**config.mk**
```make
export PLATFORM = sky130hd
export DESIGN_NAME = i2c_auto_master
export DESIGN_NICKNAME = d
export VERILOG_FILES = /design/src/rtl/i2c_auto_master.sv
export SDC_FILE = /design/constraint.sdc
export NUM_CORES = 1
export LEC_CHECK = 0
export ABC_AREA = 1
export BUFFER_PORTS_ARGS = -buffer_cell sky130_fd_sc_hd__buf_2
export CAP_MARGIN = 10
export CORE_MARGIN = 4
export CORE_UTILIZATION = 28
export DETAILED_ROUTE_END_ITERATION = 12
export PLACE_DENSITY = 0.54
export SLEW_MARGIN = 20
export SYNTH_ARGS = -nofsm -noshare
export SYNTH_HDL_FRONTEND = slang
export SYNTH_SLANG_ARGS = --single-unit
```
**constraint.sdc**
```tcl
create_clock -name clk -period 2.5 [get_ports clk]
set_input_delay 0.375 -clock clk [delete_from_list [all_inputs] [get_ports clk]]
set_output_delay 0.375 -clock clk [all_outputs]
set_load 0.05 [all_outputs]
```
**src/rtl/i2c_auto_master.sv**
```systemverilog
module i2c_auto_master #(
  parameter int CNT_W = 8,
  parameter int TMO_W = 8
) (
  input  logic             clk,
  input  logic             rst_n,
  input  logic             tick,
  input  logic             cmd_valid,
  input  logic [31:0]      cmd_word,
  input  logic [6:0]       tgt_addr,
  input  logic             man_read,
  input  logic             man_stop,
  input  logic [TMO_W-1:0] tmo_limit,
  input  logic [7:0]       tx_data,
  input  logic             tx_valid,
  output logic             tx_pop,
  output logic [7:0]       rx_data,
  output logic             rx_valid,
  input  logic             scl_in,
  input  logic             sda_in,
  output logic             scl_drv_low,
  output logic             sda_drv_low,
  output logic [3:0]       state_code,
  output logic [4:0]       status,
  output logic             busy
);
  localparam logic [3:0] S_IDLE = 4'h0, S_START = 4'h1, S_RESTART = 4'h2, S_STOP = 4'h3,
                         S_ADDR = 4'h5, S_READ = 4'h9, S_WRITE = 4'hA, S_LOST = 4'hC,
                         S_WAIT = 4'hD, S_HOLD = 4'hE;
  localparam logic [CNT_W-1:0] ONE = CNT_W'(1);

  logic [3:0]       st;
  logic [1:0]       q;
  logic [3:0]       bpos;
  logic [7:0]       sh, rxd;
  logic [CNT_W-1:0] remain;
  logic             rd_dir, stop_en, man_op, loaded, stretch;
  logic [TMO_W-1:0] tmo_cnt;
  logic             scl_lo, sda_lo, pop_r, rxv_r;
  logic [4:0]       stat_r;

  wire cmd_run  = cmd_valid & cmd_word[31];
  wire unused_w = ^{cmd_word[30:18], cmd_word[15:CNT_W]};

  assign tx_pop      = pop_r;
  assign rx_valid    = rxv_r;
  assign rx_data     = rxd;
  assign scl_drv_low = scl_lo;
  assign sda_drv_low = sda_lo;
  assign status      = stat_r;
  assign busy        = (st != S_IDLE) && (st != S_LOST);
  assign state_code  = stretch ? S_WAIT : st;

  always_ff @(posedge clk or negedge rst_n) begin
    if (!rst_n) begin
      st <= S_IDLE; q <= '0; bpos <= '0; sh <= '0; rxd <= '0; remain <= '0;
      rd_dir <= 1'b0; stop_en <= 1'b0; man_op <= 1'b0; loaded <= 1'b0;
      stretch <= 1'b0; tmo_cnt <= '0; scl_lo <= 1'b0; sda_lo <= 1'b0;
      pop_r <= 1'b0; rxv_r <= 1'b0; stat_r <= '0;
    end else begin
      pop_r <= 1'b0;
      rxv_r <= 1'b0;
      case (st)
        S_IDLE, S_LOST: begin
          scl_lo <= 1'b0; sda_lo <= 1'b0; q <= '0; bpos <= '0;
          if (man_stop) st <= S_STOP;
          else if (man_read) begin st <= S_READ; man_op <= 1'b1; end
          else if (st == S_IDLE && cmd_run) begin
            remain <= cmd_word[CNT_W-1:0]; rd_dir <= cmd_word[16]; stop_en <= cmd_word[17];
            sh <= {tgt_addr, cmd_word[16]}; stat_r <= '0; loaded <= 1'b0;
            st <= S_START;
          end else st <= sda_in ? S_IDLE : S_LOST;
        end
        S_HOLD: begin
          if (man_stop) begin st <= S_STOP; q <= '0; end
          else if (cmd_run) begin
            remain <= cmd_word[CNT_W-1:0]; rd_dir <= cmd_word[16]; stop_en <= cmd_word[17];
            sh <= {tgt_addr, cmd_word[16]}; stat_r <= '0; loaded <= 1'b0;
            q <= '0; bpos <= '0; st <= S_RESTART;
          end
        end
        S_START: if (tick) begin
          if (q == 2'd0) begin sda_lo <= 1'b1; q <= 2'd1; end
          else begin scl_lo <= 1'b1; q <= '0; bpos <= '0; st <= S_ADDR; end
        end
        S_RESTART: if (tick) begin
          case (q)
            2'd0: sda_lo <= 1'b0;
            2'd1: scl_lo <= 1'b0;
            2'd2: sda_lo <= 1'b1;
            default: begin scl_lo <= 1'b1; bpos <= '0; st <= S_ADDR; end
          endcase
          q <= q + 2'd1;
        end
        S_STOP: if (tick) begin
          case (q)
            2'd0: scl_lo <= 1'b1;
            2'd1: sda_lo <= 1'b1;
            2'd2: scl_lo <= 1'b0;
            default: begin sda_lo <= 1'b0; man_op <= 1'b0; st <= S_IDLE; end
          endcase
          q <= q + 2'd1;
        end
        S_ADDR, S_WRITE, S_READ: if (tick) begin
          case (q)
            2'd0: begin
              scl_lo <= 1'b1;
              if (st == S_WRITE && !loaded) begin
                if (tx_valid) begin sh <= tx_data; pop_r <= 1'b1; loaded <= 1'b1; end
              end else q <= 2'd1;
            end
            2'd1: begin
              if (bpos < 4'd8) sda_lo <= (st == S_READ) ? 1'b0 : ~sh[7];
              else sda_lo <= (st == S_READ && !man_op) ? (remain != ONE) : 1'b0;
              q <= 2'd2;
            end
            2'd2: begin scl_lo <= 1'b0; q <= 2'd3; end
            default: begin
              if (!scl_in) begin
                if (tmo_limit != '0 && tmo_cnt == tmo_limit) begin
                  stat_r[4] <= 1'b1; scl_lo <= 1'b0; sda_lo <= 1'b0;
                  stretch <= 1'b0; tmo_cnt <= '0; man_op <= 1'b0; st <= S_IDLE;
                end else begin
                  stretch <= 1'b1; tmo_cnt <= tmo_cnt + 1'b1;
                end
              end else begin
                stretch <= 1'b0; tmo_cnt <= '0; q <= '0;
                if (bpos < 4'd8) begin
                  if (st != S_READ && !sda_lo && !sda_in) begin
                    stat_r[1] <= 1'b1; scl_lo <= 1'b0; sda_lo <= 1'b0; st <= S_LOST;
                  end else begin
                    sh <= {sh[6:0], sda_in};
                    bpos <= bpos + 4'd1;
                    if (st == S_READ && !man_op && bpos == 4'd7) begin
                      rxd <= {sh[6:0], sda_in}; rxv_r <= 1'b1;
                    end
                  end
                end else begin
                  bpos <= '0;
                  loaded <= 1'b0;
                  if (man_op) begin
                    man_op <= 1'b0; st <= S_IDLE;
                  end else if (st == S_ADDR && sda_in) begin
                    stat_r[3] <= 1'b1; st <= S_STOP;
                  end else if (st == S_WRITE && sda_in) begin
                    stat_r[2] <= 1'b1; st <= S_STOP;
                  end else if ((st == S_ADDR && remain == '0) || (st != S_ADDR && remain == ONE)) begin
                    remain <= '0; stat_r[0] <= 1'b1;
                    if (stop_en) st <= S_STOP;
                    else begin st <= S_HOLD; scl_lo <= 1'b1; sda_lo <= 1'b0; end
                  end else if (st == S_ADDR) begin
                    st <= rd_dir ? S_READ : S_WRITE;
                  end else remain <= remain - ONE;
                end
              end
            end
          endcase
        end
        default: st <= S_IDLE;
      endcase
    end
  end
endmodule

```
==> run metrics, run 1 <==
run status=complete, no violations; Final Hold Viols=0; setup bufs post-CTS=0; First DRT Iteration DRCs=277; Net count, final=727; Starting Density=0.2860; All-Layer GR Usage=0.1476; post-synth top area share=0.3516; initial antenna violation count=0; vias=4002; largest family of logic cells by synthesized area=simple AND/OR/NAND/NOR gates; htree depth=2; sequential power share=0.262; CTS sink count=56; largest buffer count on any clock path=2; top cell type by total area after synthesis=dfrtp_1; Internal=2.717 mW; Synth Area in XOR/XNOR=0.03077; Post-Synth Simple-Gate Area=0.3884; CP required=2690 ps; Clk pwr share=0.148; Die Y=127.3 um; Layout Skew=7.694 ps; pwr dens=1184 nW/um2; slew at the pin closest to its max-slew limit=579.5 ps; unrepaired setup endpoints after global routing=no; Final min period=2297 ps; most frequent cell after synthesis=nand2_1; largest net degree at the start of global routing=57; worst skew pair latency=300 ps; number of enable flip-flop cells after synthesis=0; Seq/Total Area, Yosys=0.3516; post-cts sizing count=0; Rows=43; FF+latch count, synth=56; syn_area_per_cell=6.824 um2; DIE AREA=16210 um2; worst-path maximum fanout=28; CP delay by family, top=simple AND/OR/NAND/NOR gates; fmax=0.4353 GHz; Boundary Pins=86; Synth cell types=37; Top cell by count, worst path=nand2_1; Ys Warns=0; Num CTS Buffers=5; FILL cells=1526; switching share of power=0.5138; ys async rst share=1.000; worst path bufs/invs=1; Post-Synthesis Cells=584; Core ar.=13930 um2; Synth Area in Adders=0.02512; CTS Hold Bufs=0; Synth Area in Compound Gates=0.1027; die span in x=127.3 um; largest cells by area after synthesis=dfrtp_1 (35%), nand2_1 (16%), nand3_1 (7.4%); drt via density=4.787; clk slew on worst S/H paths=80 ps; CP Launch Type=flop; Congestion Overflow GR=0; Hold Crit Class=in2async; share of layout cells above drive strength 1=0.1753; Syn-to-layout area delta=18.43%; final setup violation count=0; Comb power frac=0.590; top cells by count, synth=nand2_1 (175), nor2_1 (68), inv_1 (63), nand3_1 (59), dfrtp_1 (56); drt drc=0; Initial DRT Pass Iterations=5; critical path, cell by cell=inv_2, nand2_1, nand2_2, nand2_4, nand2_4, nand2_1, nor2_1, nor3_4, nand2_4, nand2_1, nand2_1; IO Port Bufs=64; part of the cycle the worst path needs=0.9189; crit end category=flop; slowest CP cell=dfrtp_1; GPL Wtd Cong=0.9463; wire per inst=14.24 um; vias in the first global route=3898; final setup TNS=0 ps; Slew Limit Fails=0; multiplexer share of the synthesized area=0.02009; final WL=11900 um; Net Sw Power=2.871 mW; Layout Utilization=0.3387; Worst path max stage delay=440 ps; VDD IR max=0.0003989 V; syn nets=656; total power=5.587 mW; number of diodes=0; Final ANT Viol Nets=0; Max-Cap Viols=0; top_reg_cell synth=dfrtp_1; first-pass GRT wire length=19520 um; TritonCTS clock tree=done; static leakage=2.568 nW; Mapped Area=3985 um2; DPL Wire Length=9325 um; critical path class=reg2reg; Arr. time, crit path=2490 ps; Clock Root Buffer=clkbuf_16; Worst slew margin=0.6122
sequential cells by signal (all words and copies together), names as in the netlist:
signal,flops
bpos,4
loaded,1
man_op,1
q,2
rd_dir,1
remain,8
rx_data,8
rx_valid,1
scl_drv_low,1
sda_drv_low,1
sh,8
st,4
status,5
stop_en,1
stretch,1
tmo_cnt,8
tx_pop,1
stage by stage:
step	area, um2	setup WS [ps]	cells	hold slack [ps]
global placement	4549	240.3	828	407.7
floorplan	3985	492.7	584	79.41
finish	4720	202.8	836	71.96
global route	4720	14.10	836	103.9
CTS	4717	200.5	836	86.27
detailed placement	4549	205.6	828	409.8
final cells by class:
cell class	count	area [um2]	area share
inverters	72	270.3	0.05726
well taps	180	225.2	0.04772
clock inverters	2	38.79	0.008218
clock buffers	6	128.9	0.02731
repair buffers	72	392.9	0.08324
flip-flops and latches	56	1401	0.2969
multi-input cells	448	2262	0.4793
final timing paths:
check	from	endpoint	slack, ps	depth (start not counted)
max	st[3]	sh[5]	200	11
min	rst_n	st[1]	70	2
max reg2reg	st[3]	sh[5]	200	11
min reg2reg	scl_drv_low	scl_drv_low	480	2
max in group asynchronous	rst_n	remain[7]	2180	2
min in group clk	cmd_word[17]	stop_en	300	3
per-layer routing:
| layer | wire length (um) | track usage |
|---|---|---|
| met5 | 0 | 0 |
| met4 | 193 | 0.04038 |
| met3 | 612 | 0.02174 |
| met2 | 5645 | 0.2490 |
| met1 | 5451 | 0.1975 |
worst register-to-register path: stages, from the launching register on:
cell	delay, ps
dfrtp_1	440
inv_2	90
nand2_1	160
nand2_2	100
nand2_4	90
nand2_4	200
nand2_1	280
nor2_1	150
nor3_4	410
nand2_4	140
nand2_1	90
nand2_1	50
cell families (layout without fill, tap and decap cells):
kind of cell | count (synthesis) | count (layout)
buffers and inverters | 80 | 152
adder cells (fa/ha/maj) | 8 | 8
AO/OA/AOI/OAI | 71 | 71
multiplexers | 8 | 8
flip-flops | 56 | 56
XOR/XNOR | 14 | 14
AND/OR/NAND/NOR | 347 | 347
power groups by stage:
stage                     clock network (mW)  registers (mW)  logic, mW
after CTS                              0.851            1.46       3.30
final                                  0.827            1.47       3.29
after detailed placement                   0            1.48       3.27
after global routing                   0.886            1.50       3.73
after floorplan                            0            1.52       2.42
after global placement                     0            1.47       3.25
placed cells by master (no fill, tap or decap), types with 6 or more instances in the layout:
cell     synthesis  routed
nand2_1        175     175
nor2_1          68      67
buf_2            4      64
inv_1           63      63
nand3_1         59      59
dfrtp_1         56      56
o21ai_0         30      30
nand4_1         15      15
a21oi_1         13      13
xor2_1           9       9
inv_2            8       8
mux2i_1          8       8
ha_1             8       8
buf_4            1       7
nand2_2          6       6
nor3_1           6       6
o22ai_1          6       6
Power figures use the tool's default switching activity.
==> run 2: changes to the inputs <==
--- a/config.mk
+++ b/config.mk
@@ -9,9 +9,9 @@
 export BUFFER_PORTS_ARGS = -buffer_cell sky130_fd_sc_hd__buf_2
 export CAP_MARGIN = 10
 export CORE_MARGIN = 4
-export CORE_UTILIZATION = 28
+export CORE_UTILIZATION = 45
 export DETAILED_ROUTE_END_ITERATION = 12
-export PLACE_DENSITY = 0.54
+export PLACE_DENSITY = 0.75
 export SLEW_MARGIN = 20
 export SYNTH_ARGS = -nofsm -noshare
 export SYNTH_HDL_FRONTEND = slang
==> run metrics, run 2 (same netlist as run 1, synthesis figures left out) <==
final WL=11010 um (was 11900 um); Comb power frac=0.617 (was 0.590); Net count, final=725 (was 727); CTS sink count=56 (unchanged); Arr. time, crit path=2500 ps (was 2490 ps); vias in the first global route=3980 (was 3898); CP Launch Type=flop (unchanged); Starting Density=0.4592 (was 0.2860); largest net degree at the start of global routing=31 (was 57); critical path, cell by cell=inv_2, nor2_2, nand2_1, nand2_4, nand2_1, nor2_1, nor3_4, nand2_4, nand2_1, nand2_1 (was inv_2, nand2_1, nand2_2, nand2_4, nand2_4, nand2_1, nor2_1, nor3_4, nand2_4, nand2_1, nand2_1); post-cts sizing count=0 (unchanged); DPL Wire Length=8587 um (was 9325 um); Final Hold Viols=0 (unchanged); vias=4075 (was 4002); drt drc=0 (unchanged); Net Sw Power=2.855 mW (was 2.871 mW); First DRT Iteration DRCs=244 (was 277); Max-Cap Viols=0 (unchanged); Hold Crit Class=in2async (unchanged); Rows=34 (was 43); IO Port Bufs=64 (unchanged); most common cell after layout, fill and taps aside=nand2_1 (unchanged); Clock Root Buffer=clkbuf_8 (was clkbuf_16); die span in x=102.1 um (was 127.3 um); Slew Limit Fails=0 (unchanged); setup bufs post-CTS=0 (unchanged); first-pass GRT wire length=18430 um (was 19520 um); final setup TNS=0 ps (unchanged); clk slew on worst S/H paths=120 ps (was 80 ps); slowest CP cell=dfrtp_1 (unchanged); run status=complete, no violations (unchanged); unrepaired setup endpoints after global routing=no (unchanged); GPL Wtd Cong=0.9986 (was 0.9463); share of layout cells above drive strength 1=0.1728 (was 0.1753); Congestion Overflow GR=0 (unchanged); Boundary Pins=86 (unchanged); sequential power share=0.277 (was 0.262); CP required=2730 ps (was 2690 ps); largest buffer count on any clock path=2 (unchanged); FF-to-FF path depth=10 (was 11); Syn-to-layout area delta=13.94% (was 18.43%); Top cell by count, worst path=nand2_1 (unchanged); TritonCTS clock tree=done (unchanged); switching share of power=0.5414 (was 0.5138); reg2reg end=sh[6] (was sh[5]); static leakage=2.524 nW (was 2.568 nW); Internal=2.418 mW (was 2.717 mW); slew at the pin closest to its max-slew limit=644.8 ps (was 579.5 ps); Layout Skew=8.261 ps (was 7.694 ps); worst slack, placed=232.9 ps (was 205.6 ps); Final ANT Viol Nets=0 (unchanged); crit path from=st[1] (was st[3]); commonest non-fill, non-tap cells in the layout=nand2_1 (175), nor2_1 (68), buf_2 (64), inv_1 (63), nand3_1 (59) (was nand2_1 (175), nor2_1 (67), buf_2 (64), inv_1 (63), nand3_1 (59)); DIE AREA=10430 um2 (was 16210 um2); initial antenna violation count=0 (unchanged); CTS Hold Bufs=0 (unchanged); crit end category=flop (unchanged); All-Layer GR Usage=0.2198 (was 0.1476); pwr dens=1161 nW/um2 (was 1184 nW/um2); final setup margin=226.7 ps (was 202.8 ps); RR Startpoint=st[1] (was st[3]); Worst path max stage delay=440 ps (about the same); part of the cycle the worst path needs=0.9093 (was 0.9189); Die Y=102.1 um (was 127.3 um); Worst slew margin=0.5702 (was 0.6122); Initial DRT Pass Iterations=6 (was 5); worst skew pair latency=320 ps (was 300 ps); fmax=0.4399 GHz (was 0.4353 GHz); drt via density=5.348 (was 4.787); number of diodes=0 (unchanged); FF-to-FF setup slack=230 ps (was 200 ps); critical path class=reg2reg (unchanged); wire per inst=14.44 um (was 14.24 um); Final min period=2273 ps (was 2297 ps); Num CTS Buffers=5 (unchanged); Clk pwr share=0.106 (was 0.148); final setup violation count=0 (unchanged); htree depth=2 (unchanged); VDD IR max=0.0004783 V (was 0.0003989 V); worst-path maximum fanout=27 (was 28); Core ar.=8678 um2 (was 13930 um2)
==> run 2: worst max path at each step <==
stage	endpoint	slack, ps
after floorplan	remain[2]	490
final	sh[6]	230
after CTS	remain[2]	210
after global placement	sh[1]	280
after detailed placement	remain[2]	230
after global routing	sh[0]	1
==> run 2: final cells by class <==
cell class | instances | area [um2]
Fill cell | 890 | 4138
Clock buffer | 5 | 68.82
Clock inverter | 3 | 27.53
Tap cell | 108 | 135.1
Multi-Input combinational cell | 448 | 2260
Timing Repair Buffer | 70 | 377.9
Sequential cell | 56 | 1401
Inverter | 72 | 270.3
==> run 2: worst max-delay path, delay by kind of cell (launching register included) <==
| kind | cells | cell delay (ps) |
|---|---|---|
| simple gates | 9 | 1620 |
| flops | 1 | 440 |
| buf+inv | 1 | 120 |
==> run 2: power groups by stage <==
stage | registers [mW] | logic, mW | clock network (mW)
after floorplan | 1.52 | 2.42 | 0
after global placement | 1.46 | 3.14 | 0
after detailed placement | 1.47 | 3.23 | 0
after CTS | 1.46 | 3.24 | 0.566
after global routing | 1.51 | 3.68 | 0.603
final | 1.46 | 3.25 | 0.558
==> run 2: layer usage <==
| layer | GRT usage | up-vias | part of all wire |
|---|---|---|---|
| met5 | 0 | - | 0 |
| met4 | 0.06862 | 0 | 0.019 |
| met3 | 0.02594 | 18 | 0.054 |
| met2 | 0.3718 | 140 | 0.47 |
| met1 | 0.2948 | 1887 | 0.46 |
| li1 | - | 2030 | - |
==> run 2: through the flow <==
| step | utilization | power [mW] | std cells | area [um2] | hold slack, ps |
|---|---|---|---|---|---|
| 2_1_floorplan | - | 3.931 | 584 | 3985 | 79.41 |
| 3_3_place_gp | 0.5121 | 4.603 | 754 | 4444 | 434.2 |
| 3_5_place_dp | 0.5121 | 4.702 | 754 | 4444 | 439.9 |
| 4_1_cts | 0.5232 | 5.265 | 762 | 4541 | 101.6 |
| 5_1_grt | 0.5232 | 5.787 | 762 | 4541 | 117.3 |
| 6_report | 0.5232 | 5.273 | 762 | 4541 | 61.40 |
==> run 3: changes to the inputs <==
--- a/config.mk
+++ b/config.mk
@@ -12,6 +12,7 @@
 export CORE_UTILIZATION = 45
 export DETAILED_ROUTE_END_ITERATION = 12
 export PLACE_DENSITY = 0.75
+export RECOVER_POWER = 50
 export SLEW_MARGIN = 20
 export SYNTH_ARGS = -nofsm -noshare
 export SYNTH_HDL_FRONTEND = slang
==> run metrics, run 3 (same netlist as run 1, synthesis figures left out) <==
run status=complete, no violations (unchanged); GPL Wtd Cong=0.9986 (unchanged); clk slew on worst S/H paths=120 ps (about the same); placed inst area=4444 um2 (unchanged); VDD IR max=0.0004779 V (was 0.0004783 V); most common cell after layout, fill and taps aside=nand2_1 (unchanged); DPL Wire Length=8587 um (unchanged); CP required=2730 ps (about the same); Die Y=102.1 um (unchanged); Congestion Overflow GR=0 (unchanged); Final Hold Viols=0 (unchanged); Num CTS Buffers=5 (unchanged); final setup TNS=0 ps (unchanged); Layout Utilization=0.5200 (was 0.5232); post-cts sizing count=0 (unchanged); Worst slew margin=0.01794 (was 0.5702); CTS Hold Bufs=0 (unchanged); crit end category=flop (unchanged); CP Launch Type=flop (unchanged); largest net degree at the start of global routing=31 (unchanged); FILL cells=895 (was 890); critical path class=reg2reg (unchanged); Boundary Pins=86 (unchanged); static leakage=2.477 nW (was 2.524 nW); All-Layer GR Usage=0.2198 (unchanged); Final ANT Viol Nets=0 (unchanged); commonest non-fill, non-tap cells in the layout=nand2_1 (175), nor2_1 (68), inv_1 (63), nand3_1 (59), dfrtp_1 (56) (was nand2_1 (175), nor2_1 (68), buf_2 (64), inv_1 (63), nand3_1 (59)); share of layout cells above drive strength 1=0.1575 (was 0.1728); drt drc=0 (unchanged); fmax=0.4397 GHz (was 0.4399 GHz); first-pass GRT wire length=18430 um (unchanged); First DRT Iteration DRCs=239 (was 244); DIE AREA=10430 um2 (unchanged); wire per inst=14.43 um (was 14.44 um); worst skew pair latency=320 ps (about the same); Syn-to-layout area delta=13.25% (was 13.94%); final setup margin=225.9 ps (was 226.7 ps); Rows=34 (unchanged); Initial DRT Pass Iterations=5 (was 6); IO Port Bufs=64 (unchanged); part of the cycle the worst path needs=0.9096 (was 0.9093); Arr. time, crit path=2500 ps (about the same); worst slack, placed=232.9 ps (unchanged); Final min period=2274 ps (was 2273 ps); CTS sink count=56 (unchanged); Internal=2.411 mW (was 2.418 mW); htree depth=2 (unchanged); final setup violation count=0 (unchanged); Starting Density=0.4592 (unchanged); initial antenna violation count=0 (unchanged); total power=5.267 mW (was 5.273 mW); TritonCTS clock tree=done (unchanged); Hold Crit Class=in2reg (was in2async); worst-path maximum fanout=27 (unchanged); die span in x=102.1 um (unchanged); Clock Root Buffer=clkbuf_8 (unchanged); vias in the first global route=3980 (unchanged); pwr dens=1167 nW/um2 (was 1161 nW/um2); Layout Skew=8.435 ps (was 8.261 ps); Placed Cells=754 (unchanged); Comb power frac=0.616 (was 0.617); largest buffer count on any clock path=2 (unchanged); Net count, final=725 (unchanged); unrepaired setup endpoints after global routing=no (unchanged); vias=4047 (was 4075); setup bufs post-CTS=0 (unchanged); Net Sw Power=2.856 mW (was 2.855 mW); Core ar.=8678 um2 (unchanged); number of diodes=0 (unchanged); sequential power share=0.278 (was 0.277); Final Hold Slack=253.6 ps (was 61.40 ps); fin area=4513 um2 (was 4541 um2); Slew Limit Fails=0 (unchanged); post-route insts no fill=762 (unchanged); switching share of power=0.5422 (was 0.5414); Max-Cap Viols=0 (unchanged); Clk pwr share=0.106 (about the same); final WL=11000 um (was 11010 um); slew at the pin closest to its max-slew limit=1473 ps (was 644.8 ps); drt via density=5.311 (was 5.348)
## run 3: cell types whose count changed in the layout (fill, tap and decap cells not counted)
cell / change
buf_12: -1
buf_2: -10
clkbuf_1: +10
clkbuf_2: +1
## run 3: worst paths after layout
path	end	cells past startpoint	from	slack, ps
max	sh[6]	10	st[1]	230
min	stop_en	3	cmd_word[17]	250
max reg2reg	sh[6]	10	st[1]	230
min reg2reg	scl_drv_low	2	scl_drv_low	490
max in group asynchronous	remain[1]	2	rst_n	680
min in group asynchronous	st[2]	1	rst_n	380
## run 3: layout make-up
type                    instances  area [um2]  area share
repair buffers                 70       350.3     0.07763
well taps                     108       135.1     0.02994
flip-flops and latches         56        1401      0.3105
clock buffers                   5       68.82     0.01525
multi-input cells             448        2260      0.5007
inverters                      72       270.3     0.05988
clock inverters                 3       27.53    0.006099
## run 3: critical path: stages, from the launching register on
cell     delay (ps)
dfrtp_1         440
inv_2           120
nor2_2           60
nand2_1         210
nand2_4         250
nand2_1         270
nor2_1          140
nor3_4          410
nand2_4         140
nand2_1          90
nand2_1          50
## run 3: power by group through the flow
stage	Sequential, mW	Clock (mW)	Combinational (mW)
floorplan	1.52	0	2.42
global placement	1.46	0	3.14
detailed placement	1.47	0	3.23
CTS	1.46	0.566	3.24
global route	1.51	0.603	3.67
finish	1.46	0.557	3.24
## run 3: metal layers
| metal | global-route usage | wire length (um) |
|---|---|---|
| met5 | 0 | 0 |
| met4 | 0.06862 | 212 |
| met1 | 0.2948 | 5086 |
| met3 | 0.02594 | 512 |
| met2 | 0.3718 | 5184 |
